<file path="config.mk">
export PLATFORM = sky130hd
export DESIGN_NAME = biquad_tf_top
export DESIGN_NICKNAME = d
export VERILOG_FILES = /design/src/rtl/biquad_pkg.sv /design/src/rtl/biquad_mac.sv /design/src/rtl/biquad_quant.sv /design/src/rtl/biquad_tf_top.sv
export SDC_FILE = /design/constraint.sdc
export NUM_CORES = 2
export LEC_CHECK = 0
export ABC_AREA = 1
export BUFFER_PORTS_ARGS = -buffer_cell sky130_fd_sc_hd__buf_2
export CORE_MARGIN = 3
export CORE_UTILIZATION = 25
export CTS_CLUSTER_SIZE = 30
export DETAILED_ROUTE_END_ITERATION = 8
export PLACE_DENSITY = 0.4
export SLEW_MARGIN = 20
export SYNTH_ARGS = -nofsm -noshare
export SYNTH_HDL_FRONTEND = slang
export SYNTH_SLANG_ARGS = --single-unit
</file>
<file path="constraint.sdc">
create_clock -name clk -period 20.1 [get_ports clk]
set_clock_uncertainty 0.1 [all_clocks]
set_input_delay 2.01 -clock clk [delete_from_list [all_inputs] [get_ports clk]]
set_output_delay 2.01 -clock clk [all_outputs]
set_load 0.02 [all_outputs]
</file>
<file path="src/rtl/biquad_pkg.sv">
package biquad_pkg;
    parameter int unsigned DEF_DATA_W  = 16;
    parameter int unsigned DEF_FRAC_W  = 15;
    parameter int unsigned DEF_GUARD_W = 2;
endpackage

</file>
<file path="src/rtl/biquad_mac.sv">
module biquad_mac #(
    parameter int unsigned DATA_W = 16,
    parameter int unsigned ACC_W  = 34,
    parameter bit          NEGATE = 1'b0
) (
    input  logic signed [DATA_W-1:0] op_a,
    input  logic signed [DATA_W-1:0] op_b,
    input  logic signed [ACC_W-1:0]  addend,
    output logic signed [ACC_W-1:0]  acc_out
);
    localparam int unsigned PROD_W = 2 * DATA_W;

    logic signed [PROD_W-1:0] prod;
    logic signed [ACC_W-1:0]  prod_ext;

    always_comb begin
        prod     = op_a * op_b;
        prod_ext = {{(ACC_W-PROD_W){prod[PROD_W-1]}}, prod};
    end

    generate
        if (NEGATE) begin : g_sub
            assign acc_out = addend - prod_ext;
        end else begin : g_add
            assign acc_out = addend + prod_ext;
        end
    endgenerate
endmodule

</file>
<file path="src/rtl/biquad_quant.sv">
module biquad_quant #(
    parameter int unsigned DATA_W = 16,
    parameter int unsigned FRAC_W = 15,
    parameter int unsigned ACC_W  = 34
) (
    input  logic signed [ACC_W-1:0]  acc_in,
    output logic signed [DATA_W-1:0] q_out
);
    localparam logic signed [ACC_W-1:0] HALF_LSB = {{(ACC_W-1){1'b0}}, 1'b1} << (FRAC_W-1);
    localparam logic signed [ACC_W-1:0] MAX_V = {{(ACC_W-DATA_W+1){1'b0}}, {(DATA_W-1){1'b1}}};
    localparam logic signed [ACC_W-1:0] MIN_V = {{(ACC_W-DATA_W+1){1'b1}}, {(DATA_W-1){1'b0}}};

    logic signed [ACC_W-1:0] rnd;
    logic signed [ACC_W-1:0] shr;

    always_comb begin
        rnd = acc_in + HALF_LSB;
        shr = rnd >>> FRAC_W;
        if (shr > MAX_V) begin
            q_out = MAX_V[DATA_W-1:0];
        end else if (shr < MIN_V) begin
            q_out = MIN_V[DATA_W-1:0];
        end else begin
            q_out = shr[DATA_W-1:0];
        end
    end
endmodule

</file>
<file path="src/rtl/biquad_tf_top.sv">
module biquad_tf_top #(
    parameter int unsigned DATA_W  = biquad_pkg::DEF_DATA_W,
    parameter int unsigned FRAC_W  = biquad_pkg::DEF_FRAC_W,
    parameter int unsigned GUARD_W = biquad_pkg::DEF_GUARD_W
) (
    input  logic                     clk,
    input  logic                     rst,
    input  logic                     in_vld,
    input  logic signed [DATA_W-1:0] x_in,
    input  logic signed [DATA_W-1:0] ff0_c,
    input  logic signed [DATA_W-1:0] ff1_c,
    input  logic signed [DATA_W-1:0] ff2_c,
    input  logic signed [DATA_W-1:0] fb1_c,
    input  logic signed [DATA_W-1:0] fb2_c,
    output logic signed [DATA_W-1:0] y_out
);
    localparam int unsigned ACC_W = 2 * DATA_W + GUARD_W;
    localparam logic signed [ACC_W-1:0] ACC_ZERO = '0;

    logic signed [ACC_W-1:0]  st1_q, st2_q;
    logic signed [ACC_W-1:0]  y_sum, t1, st1_d, t2, st2_d;
    logic signed [DATA_W-1:0] y_sat;

    // Output sum: ff0*x + st1
    biquad_mac #(.DATA_W(DATA_W), .ACC_W(ACC_W), .NEGATE(1'b0)) u_mac_y (
        .op_a(ff0_c), .op_b(x_in), .addend(st1_q), .acc_out(y_sum));

    biquad_quant #(.DATA_W(DATA_W), .FRAC_W(FRAC_W), .ACC_W(ACC_W)) u_quant (
        .acc_in(y_sum), .q_out(y_sat));

    // First state: ff1*x + st2 - fb1*y
    biquad_mac #(.DATA_W(DATA_W), .ACC_W(ACC_W), .NEGATE(1'b0)) u_mac_f1 (
        .op_a(ff1_c), .op_b(x_in), .addend(st2_q), .acc_out(t1));
    biquad_mac #(.DATA_W(DATA_W), .ACC_W(ACC_W), .NEGATE(1'b1)) u_mac_b1 (
        .op_a(fb1_c), .op_b(y_sat), .addend(t1), .acc_out(st1_d));

    // Second state: ff2*x - fb2*y
    biquad_mac #(.DATA_W(DATA_W), .ACC_W(ACC_W), .NEGATE(1'b0)) u_mac_f2 (
        .op_a(ff2_c), .op_b(x_in), .addend(ACC_ZERO), .acc_out(t2));
    biquad_mac #(.DATA_W(DATA_W), .ACC_W(ACC_W), .NEGATE(1'b1)) u_mac_b2 (
        .op_a(fb2_c), .op_b(y_sat), .addend(t2), .acc_out(st2_d));

    always_ff @(posedge clk) begin
        if (rst) begin
            st1_q <= '0;
            st2_q <= '0;
            y_out <= '0;
        end else if (in_vld) begin
            st1_q <= st1_d;
            st2_q <= st2_d;
            y_out <= y_sat;
        end
    end


    reset_clear_chk: assert property (@(posedge clk)
        rst |=> (y_out == '0 && st1_q == '0 && st2_q == '0));


    hold_state_chk: assert property (@(posedge clk) disable iff (rst)
        !in_vld |=> ($stable(y_out) && $stable(st1_q) && $stable(st2_q)));


    rest_zero_chk: assert property (@(posedge clk) disable iff (rst)
        (in_vld && x_in == '0 && st1_q == '0 && st2_q == '0)
        |=> (y_out == '0 && st1_q == '0 && st2_q == '0));


    sat_sign_chk: assert property (@(posedge clk) disable iff (rst)
        (in_vld && y_sum > ACC_ZERO) |=> !y_out[DATA_W-1]);
endmodule

</file>
==> run summary <==
Status - completed
Cells after Synth - 6705
Reg2reg start - st1_q[14]
Tightest Hold Check Type - reg -> reg
Max Fclk - 60.13 MHz
Site Rows - 173
First-pass GRT wire length - 288800 um
Setup_tns - 0 ps
CTS Buffer Depth - 2
Max-slew violations - 0
Final worst-path cycle share - 82.75%
Syn_area_per_cell - 8.435 sq um
Antenna violations before repair - 18
DRT Wirelength - 185000 um
Worst-Skew Late Latency - 410 ps
Ports - 115
Gr ovfl total - 0
Die Height - 481.6 um
Drt pass-1 iters - 6
Ratio of cells with drive above 1 in the final layout - 3.604%
Setup Viol. Count Final - 0
Total track usage - 16.64%
Largest delay share family, worst path - adder cells
DRT antenna net count - 0
Unrepaired setup endpoints after global routing - false
CP max-delay cell - fa_1
Drt initial violations - 2207
DR vias/cell - 4.222
Sequential share of the synthesized area - 2.938%
Hold buffer count at cts - 0
Root Driver - clkbuf_16
Final hold vios - 0
Syn_nets - 8756
Clock transition at the registers of the reported paths - 70 ps
Register area - 0.001662 sq mm
Crit path DAT - 16820 ps
Sink Count - 83
Post-Synthesis Cell Area - 0.05656 sq mm
Synth top area share - 54.30%
Hold path startpoint - y_out[0]
CP Capture Type - flip-flop
Pin count of the biggest net entering global routing - 64
Minimum clock period - 16630 ps
CTS tree - done
Via count - 40590
Die Width - 481.6 um
Crit Path Class - in -> reg
Worst EP required - 20290 ps
Unique masters post-synth - 41
CTS buffer count - 9
Worst path most repeated cell - fa_1
Slew @ Worst Pin - 954.6 ps
Biggest area consumer among synthesized cells - fa_1
HPWL after DPL - 161800 um
Final instance count without filler cells - 9614
Placed Cells - 9590
Setup crit start kind - input port
Wire length per cell - 19.24 um
Yosys warns - 0
DIE AREA - 0.2320 sq mm
Crit path from - x_in[1]
Post-CTS sizing - 0
Post-CTS Setup Inserts - 0
Net count, final - 8677
Max-Cap Viols - 0
Starting Density - 25.29%
Buffers on Ports - 114
Placer Congestion - 0.8885
Vias in the first global route - 46350
Core ar. - 0.2236 sq mm
Multi-input logic area - 0.04552 sq mm
CP bufs+invs - 13
CP max stage delay - 880 ps
Worst slew margin - 36.17%
DRC errors left - 0
H-Tree Depth - 3
Top cells by area, synth - fa_1 (54%), inv_1 (15%), ha_1 (9.2%), nand2_1 (7.9%), nor2_1 (3.1%)
FF+latch count, synth - 83
Worst-path maximum fanout - 35
Syn-to-layout area delta - 7.000%
Filler Cells Inserted - 24360
[per-stage QoR]
step,utilization [%],setup slack [ps],hold WS (ps),instance area (sq um)
after global placement,26.90,3109,369.8,60140
after detailed placement,26.90,3069,365.2,60140
after global routing,27.06,2457,430.7,60500
after CTS,27.06,3492,385.6,60500
after floorplan,-,5094,355.5,56560
final,27.06,3468,382.7,60520
[cell usage after synthesis (all sizes together)]
| cell type | n |
|---|---|
| o211ai | 24 |
| a21o | 8 |
| o221ai | 3 |
| nand3 | 38 |
| nand3b | 3 |
| o21a | 4 |
| ha | 418 |
| clkinv | 4 |
| fa | 1534 |
| buf | 78 |
| a221oi | 2 |
| o21bai | 16 |
| nand4 | 9 |
| and3 | 2 |
| xnor2 | 49 |
| xor2 | 56 |
| clkbuf | 164 |
| or2 | 37 |
| a211oi | 1 |
| inv | 2227 |
| o21ai | 117 |
| a31oi | 5 |
| nor4 | 8 |
| nor2 | 478 |
| nand2 | 1209 |
| nor3 | 6 |
| a21oi | 116 |
| a21boi | 6 |
| dfxtp | 83 |
[per-layer routing]
metal  wire, um  vias up  track usage [%]
met3       9325      172            2.364
met1      80760    21150            22.04
met5         45        -                0
li1           -    18400                -
met4       5036        6            3.919
met2      89800      870            28.59
[sequential cells by signal, indices dropped and copies added (netlist names)]
name	flops
st2_q	33
st1_q	34
y_out	16
[layout by cell type (no fill, tap or decap), drive strengths merged]
cell / synthesis / routed
nor2: 478 / 478
nand3b: 3 / 3
a21boi: 6 / 6
xnor2: 49 / 49
nand3: 38 / 38
diode: 0 / 8
nor4: 8 / 8
inv: 2227 / 2230
buf: 78 / 152
nor3: 6 / 6
ha: 418 / 418
o21ai: 117 / 117
or2: 37 / 37
a31oi: 5 / 5
xor2: 56 / 56
o21bai: 16 / 16
nand4: 9 / 9
o21a: 4 / 4
a21oi: 116 / 116
clkbuf: 164 / 9
o211ai: 24 / 24
clkinv: 4 / 5
a221oi: 2 / 2
fa: 1534 / 1534
a211oi: 1 / 1
o221ai: 3 / 3
nand2: 1209 / 1209
a21o: 8 / 8
dfxtp: 83 / 83
bufinv: 0 / 3
and3: 2 / 2
[logic make-up (layout without fill, tap and decap cells)]
family / Yosys count / after routing / synth area share (%)
other cells: 0 / 8 / 0
compound gates: 302 / 302 / 2.984
fa+ha+maj: 1952 / 1952 / 63.54
flops: 83 / 83 / 2.938
xor+xnor: 105 / 105 / 1.626
buf+inv: 2473 / 2399 / 16.57
simple gates: 1790 / 1790 / 12.33
[cell type report]
type,count,area share [%]
clock buffers,9,0.3722
inverters,2231,13.84
diodes,8,0.03308
well taps,2975,6.151
flip-flops and latches,83,2.746
clock inverters,7,0.2109
repair buffers,152,1.418
multi-input cells,4149,75.23
[worst reg2reg max path: cells and delay by family, from the launching register on]
kind,cells,cell delay [ps]
adder cells (fa/ha/maj),15,7610
flip-flops,1,320
buffers and inverters,14,1790
AO/OA/AOI/OAI,5,1030
AND/OR/NAND/NOR,16,2850
[final timing paths]
kind / endpoint / slack [ps] / cells after the start
worst min-delay path: y_out[0] / 380 / 2
worst max register to register: st1_q[33] / 6280 / 50
worst max-delay path: st2_q[28] / 3470 / 51
worst min register to register: y_out[0] / 380 / 2
Power is not shown: default switching activity piles up to over one toggle a cycle in this logic, so the estimate is an artifact.
